**src/rtl/msgbuf_pkg.sv**
```systemverilog
package msgbuf_pkg;
    localparam int DATA_W   = 8;
    localparam int DEPTH    = 96;
    localparam int PTR_W    = $clog2(DEPTH);
    localparam int NBUF     = 2;
    localparam int SEL_W    = (NBUF > 1) ? $clog2(NBUF) : 1;
    localparam int ADDR_W   = 4;
    localparam int BASE_OFS = 6;

    typedef logic [DATA_W-1:0] byte_t;
    typedef logic [PTR_W-1:0]  ptr_t;

    typedef struct packed {
        logic  wr;
        logic  rd;
        byte_t wdata;
    } host_acc_t;

    typedef struct packed {
        logic  we;
        ptr_t  addr;
        byte_t data;
    } eng_wr_t;

    function automatic ptr_t ptr_next(input ptr_t p);
        return (p == PTR_W'(DEPTH - 1)) ? '0 : p + PTR_W'(1);
    endfunction

    function automatic logic in_range(input ptr_t a);
        return (int'(a) < DEPTH);
    endfunction
endpackage

```
**src/rtl/msgbuf_ptr.sv**
```systemverilog
module msgbuf_ptr
    import msgbuf_pkg::*;
(
    input  logic clk,
    input  logic rst,
    input  logic clr,
    input  logic step,
    output ptr_t ptr
);
    always_ff @(posedge clk) begin
        if (rst || clr)
            ptr <= '0;
        else if (step)
            ptr <= ptr_next(ptr);
    end

    assert_ptr_clear_R6: assert property (@(posedge clk) disable iff (rst)
        clr |=> (ptr == '0));
    assert_ptr_step_R4: assert property (@(posedge clk) disable iff (rst)
        (step && !clr && ptr != PTR_W'(DEPTH - 1)) |=> (ptr == $past(ptr) + PTR_W'(1)));
    assert_ptr_wrap_R5: assert property (@(posedge clk) disable iff (rst)
        (step && !clr && ptr == PTR_W'(DEPTH - 1)) |=> (ptr == '0));
    assert_ptr_hold_R7: assert property (@(posedge clk) disable iff (rst)
        (!step && !clr) |=> $stable(ptr));
endmodule

```
**src/rtl/msgbuf_lane.sv**
```systemverilog
module msgbuf_lane
    import msgbuf_pkg::*;
(
    input  logic      clk,
    input  logic      rst,
    input  host_acc_t acc,
    input  logic      clr,
    input  ptr_t      eng_rd_addr,
    input  eng_wr_t   eng_wr,
    output byte_t     rx_at_ptr,
    output byte_t     tx_q
);
    byte_t tx_mem [DEPTH];
    byte_t rx_mem [DEPTH];
    ptr_t  ptr;
    logic  step;
    logic  eng_ok;

    assign step = acc.wr | acc.rd;

    msgbuf_ptr u_ptr (
        .clk  (clk),
        .rst  (rst),
        .clr  (clr),
        .step (step),
        .ptr  (ptr)
    );

    // host has priority: a receive write colliding with a host read is dropped
    assign eng_ok = eng_wr.we && in_range(eng_wr.addr) && !(acc.rd && eng_wr.addr == ptr);

    always_ff @(posedge clk) begin
        if (acc.wr)
            tx_mem[ptr] <= acc.wdata;
        if (eng_ok)
            rx_mem[eng_wr.addr] <= eng_wr.data;
    end

    always_ff @(posedge clk) begin
        if (rst)
            tx_q <= '0;
        else if (acc.wr && eng_rd_addr == ptr)
            tx_q <= acc.wdata;
        else if (in_range(eng_rd_addr))
            tx_q <= tx_mem[eng_rd_addr];
        else
            tx_q <= '0;
    end

    assign rx_at_ptr = rx_mem[ptr];

    assert_tx_store_R2: assert property (@(posedge clk) disable iff (rst)
        acc.wr |=> (tx_mem[$past(ptr)] == $past(acc.wdata)));
    assert_single_op_R12: assert property (@(posedge clk) disable iff (rst)
        !(acc.wr && acc.rd));
endmodule

```
**src/rtl/msgbuf_port.sv**
```systemverilog
module msgbuf_port
    import msgbuf_pkg::*;
(
    input  logic              clk,
    input  logic              rst,
    input  logic              host_cs,
    input  logic              host_we,
    input  logic              host_re,
    input  logic [ADDR_W-1:0] host_addr,
    input  logic [DATA_W-1:0] host_wdata,
    output logic [DATA_W-1:0] host_rdata,
    input  logic [NBUF-1:0]   ptr_clr,
    input  logic [SEL_W-1:0]  eng_sel,
    input  logic [PTR_W-1:0]  eng_tx_addr,
    output logic [DATA_W-1:0] eng_tx_data,
    input  logic              eng_rx_we,
    input  logic [PTR_W-1:0]  eng_rx_addr,
    input  logic [DATA_W-1:0] eng_rx_wdata
);
    host_acc_t        acc    [NBUF];
    eng_wr_t          ewr    [NBUF];
    byte_t            rx_byte[NBUF];
    byte_t            tx_byte[NBUF];
    logic [NBUF-1:0]  rd_vec;
    logic [SEL_W-1:0] sel_q;

    always_comb begin
        for (int i = 0; i < NBUF; i++) begin
            logic hit;
            hit          = host_cs && (host_addr == ADDR_W'(BASE_OFS + i));
            acc[i].wr    = hit && host_we;
            acc[i].rd    = hit && host_re && !host_we;
            acc[i].wdata = host_wdata;
            rd_vec[i]    = acc[i].rd;
            ewr[i].we    = eng_rx_we && (eng_sel == SEL_W'(i));
            ewr[i].addr  = eng_rx_addr;
            ewr[i].data  = eng_rx_wdata;
        end
    end

    for (genvar g = 0; g < NBUF; g++) begin : g_lane
        msgbuf_lane u_lane (
            .clk         (clk),
            .rst         (rst),
            .acc         (acc[g]),
            .clr         (ptr_clr[g]),
            .eng_rd_addr (eng_tx_addr),
            .eng_wr      (ewr[g]),
            .rx_at_ptr   (rx_byte[g]),
            .tx_q        (tx_byte[g])
        );
    end

    always_ff @(posedge clk) begin
        if (rst) begin
            host_rdata <= '0;
            sel_q      <= '0;
        end else begin
            sel_q <= eng_sel;
            for (int i = 0; i < NBUF; i++)
                if (acc[i].rd)
                    host_rdata <= rx_byte[i];
        end
    end

    assign eng_tx_data = tx_byte[sel_q];

    assert_rdata_hold_R3: assert property (@(posedge clk) disable iff (rst)
        (rd_vec == '0) |=> $stable(host_rdata));
    assert_one_pair_R8: assert property (@(posedge clk) disable iff (rst)
        $onehot0(rd_vec));
endmodule

```
**config.mk**
```make
export PLATFORM = sky130hd
export DESIGN_NAME = msgbuf_port
export DESIGN_NICKNAME = d
export VERILOG_FILES = /design/src/rtl/msgbuf_pkg.sv /design/src/rtl/msgbuf_ptr.sv /design/src/rtl/msgbuf_lane.sv /design/src/rtl/msgbuf_port.sv
export SDC_FILE = /design/constraint.sdc
export NUM_CORES = 2
export LEC_CHECK = 0
export BUFFER_PORTS_ARGS = -buffer_cell sky130_fd_sc_hd__buf_2
export CAP_MARGIN = 20
export CORE_ASPECT_RATIO = 2
export CORE_UTILIZATION = 30
export DETAILED_ROUTE_END_ITERATION = 7
export GPL_ROUTABILITY_DRIVEN = 0
export SYNTH_ARGS = -nofsm -noshare
export SYNTH_HDL_FRONTEND = slang
export SYNTH_SLANG_ARGS = --single-unit
export TNS_END_PERCENT = 5
```
**constraint.sdc**
```tcl
create_clock -name clk -period 4.8 [get_ports clk]
set_clock_uncertainty 0.15 [all_clocks]
set_input_delay 0.72 -clock clk [delete_from_list [all_inputs] [get_ports clk]]
set_output_delay 0.72 -clock clk [all_outputs]
set_load 0.1 [all_outputs]
```
==> summary.txt <==
Critical path
  • CP Class: reg2reg
  • CP cell instances: xor2_1 > nor4_1 > buf_4 > a31oi_1 > nor2b_1 > nand2_1 > buf_4 > nor2_1
  • Required @ worst endpoint: 5.14 ns
  • Largest fanout on the critical path: 10
  • Worst path most repeated cell: buf_4
  • Critical Path Sink Type: flip-flop
  • Crit path max-delay cell type: nand2_1
  • CP Launch Type: flip-flop
  • Worst path max stage delay: around 0.65 ns
  • R2R setup slack: between 0.5 and 0.6 ns
  • Arr. time, crit path: 4.58 ns

Power
  • Part of the power in registers: 0.551
  • Switching power total: between 10 and 15 mW
  • Net switching fraction of the power: 0.209
  • Pwr/cell area: between 300 and 400 nW/µm²
  • Comb pwr share: 0.035
  • VDD IR-drop max: around 0.22 mV
  • P_leak: between 40 and 50 nW
  • Clock share of power: 0.414
  • Int Pwr: roughly 43 mW
  • Power after layout: between 50 and 60 mW

Detailed routing
  • Wire length per cell: 28.8 µm
  • WL final: between 300000 and 400000 µm
  • Via density: approximately 5.0
  • DRC: 0
  • Post-route ant nets: 0
  • Detailed Routing Iterations Pass 1: 6
  • Via count: between 50k and 60k
  • Drt initial violations: 4615

Synthesis
  • Post-synthesis cell area: ~120000 µm²
  • Seq cells post-synth: 3125
  • Synth warnings: 0
  • Top cell type's share of synthesized area: 0.760
  • Async set or reset register ratio after synthesis: 0
  • Number of synthesized flops with an enable pin: 3072
  • Most numerous cell in the Yosys netlist: edfxtp_1
  • Main synth FF type: edfxtp_1
  • Synth top area cells: edfxtp_1 (76%), mux4_2 (15%), nor2_1 (1.4%), dfxtp_1 (0.87%), mux2i_1 (0.79%)
  • Post-synth top area cell: edfxtp_1
  • Cell variety after synth: between 60 and 70
  • Synth Area per Inst: 21.5 µm²
  • Post-synthesis sequential area ratio: 0.769
  • Synth Instances: ~5.6k
  • Top post-synthesis cells by count: edfxtp_1 (3072), mux4_2 (808), nor2_1 (466), clkbuf_1 (135), nand2_1 (100)
  • Syn Nets: 5682

STA
  • Setup Viol. Count Final: 0
  • Minimum clock period: 4.24 ns
  • Slew Limit Fails: 0
  • Tcrit/Tclk final: 0.884
  • Relative slew slack: 0.164
  • Setup WS post-layout: 0.559 ns
  • Worst-Margin Slew: about 1.3 ns
  • Fmax: roughly 240 MHz
  • Final Hold Viols: 0
  • Fin Setup TNS: 0 ns
  • RSZ-0062 raised after global routing: no

Clocking
  • Sink Count: 3125
  • Clk root buf: clkbuf_16
  • Clk slew on worst S/H paths: roughly 0.07 ns
  • Total CTS buffers: about 270
  • CTS Buffer Depth: 4
  • CTS H-tree depth: 5
  • Postcts setup bufs: 0
  • TritonCTS clock tree: done
  • Clock latency on the worst-skew pair: around 0.88 ns
  • Post-CTS sizing: 0

Floorplanning
  • Die area: around 410000 µm²
  • Die X: between 400 and 500 µm
  • Total core area: around 400000 µm²
  • Die H: between 900 and 1000 µm
  • Top Ports: 59
  • # rows: 330
  • Initial core utilization: 0.301

Placement
  • I/O Buffers: 58
  • Pre-CTS setup slack: 0.0704 ns
  • DP Wirelength: between 200000 and 250000 µm

GRT
  • GR Overflow Total: 0
  • Initial antenna violation count: 16
  • Total GRT Usage: 0.163
  • Largest net degree at the start of global routing: approximately 130
  • Number of global-route vias before repair: around 63k
  • First-pass GRT wire length: approximately 470000 µm

Layout
  • Share of layout cells above drive strength 1: 0.286
  • Layout Area Growth over Synthesis: 15.2%
  • Final #Nets: slightly above 6k

Run status
  • Status: complete, no violations

Run
  • MaxCap Viol Count: 0

Hold path
  • Hold Crit Class: in2reg
[registers in the layout, indices dropped and copies added, names as in the netlist, named ones only]
| register | count |
|---|---|
| g_lane.u_lane.tx_mem | 1536 |
| host_rdata | 8 |
| g_lane.u_lane.tx_q | 16 |
| g_lane.u_lane.u_ptr.ptr | 14 |
| sel_q | 1 |
| g_lane.u_lane.rx_mem | 1536 |
[final cells by class]
cell class	count	area, µm²
sequential	3125	93300
inverter	9	36.3
timing repair buffer	535	4440
fill	37400	263000
tap	5312	6650
antenna	7	17.5
clock buffer	334	7280
multi-input combinational	2178	26400
clock inverter	147	1640
[stage by stage]
step                hold WS (ns)  utilization  cell area (µm²)  std cells
floorplan                  0.426            -           121000       5637
global placement           0.522        0.325           131000      11200
detailed placement         0.529        0.325           131000      11200
CTS                        0.123        0.347           140000      11600
global route               0.148        0.347           140000      11600
finish                     0.173        0.347           140000      11600
[cell families (layout without fill, tap and decap cells)]
logic type / after synthesis / after routing / synth area share
muxes: 945 / 945 / 0.162
xor gates and xnor gates: 36 / 36 / 0.00260
DFF: 3125 / 3125 / 0.769
and+or+nand+nor: 828 / 828 / 0.0307
buffers and inverters: 334 / 1025 / 0.0140
AOI/OAI and AO/OA: 367 / 367 / 0.0219
other: 0 / 7 / 0
adders and majority gates: 2 / 2 / 0.000206
[path summary, 6_finish.rpt]
check / startpoint / to / depth (start not counted)
max: g_lane[0].u_lane.u_ptr.ptr[4] / g_lane[0].u_lane.rx_mem[76][5] / 8
min: host_wdata[3] / g_lane[1].u_lane.tx_mem[50][3] / 1
max reg2reg: g_lane[0].u_lane.u_ptr.ptr[4] / g_lane[0].u_lane.rx_mem[76][5] / 8
min reg2reg: host_rdata[4] / host_rdata[4] / 2
[timing repair]
item | 4_1_cts | 5_1_grt
hold endpoints to repair | 5 | 0
hold buffers | 2 | 0
endpoints found under the setup margin | 0 | 0
[worst max-delay path, delay by kind of cell (launching register included)]
family                 cells  cell delay, ns
XOR/XNOR                   1            0.19
AO/OA/AOI/OAI              1            0.58
AND/OR/NAND/NOR            4            1.73
flip-flops                 1            0.64
buffers and inverters      2            0.54
[power groups by stage]
stage | sequential [mW] | clock, mW | combinational, mW
finish | 30.0 | 22.5 | 1.89
global route | 30.0 | 23.8 | 1.96
CTS | 30.0 | 23.0 | 1.92
detailed placement | 30.6 | 0 | 1.92
global placement | 30.6 | 0 | 1.87
floorplan | 30.6 | 0 | 0.854
[cell usage in the layout (no fill, tap or decap), types with 51 or more instances in the layout]
cell type | netlist | layout
buf_4 | 49 | 440
nand2_1 | 100 | 100
mux2i_1 | 96 | 96
a22oi_1 | 96 | 96
a21oi_1 | 56 | 56
edfxtp_1 | 3072 | 3072
clkbuf_16 | 0 | 281
nor2_1 | 466 | 465
nand3_1 | 52 | 51
mux4_2 | 808 | 808
nor2b_1 | 70 | 68
[metal layers]
layer	global-route usage	share of wire	up-vias
li1	-	-	24500
met1	0.151	0.31	31100
met2	0.314	0.56	2014
met3	0.0221	0.043	791
met4	0.128	0.092	8
met5	0	0.00014	-
(Power assumes the default switching activity.)
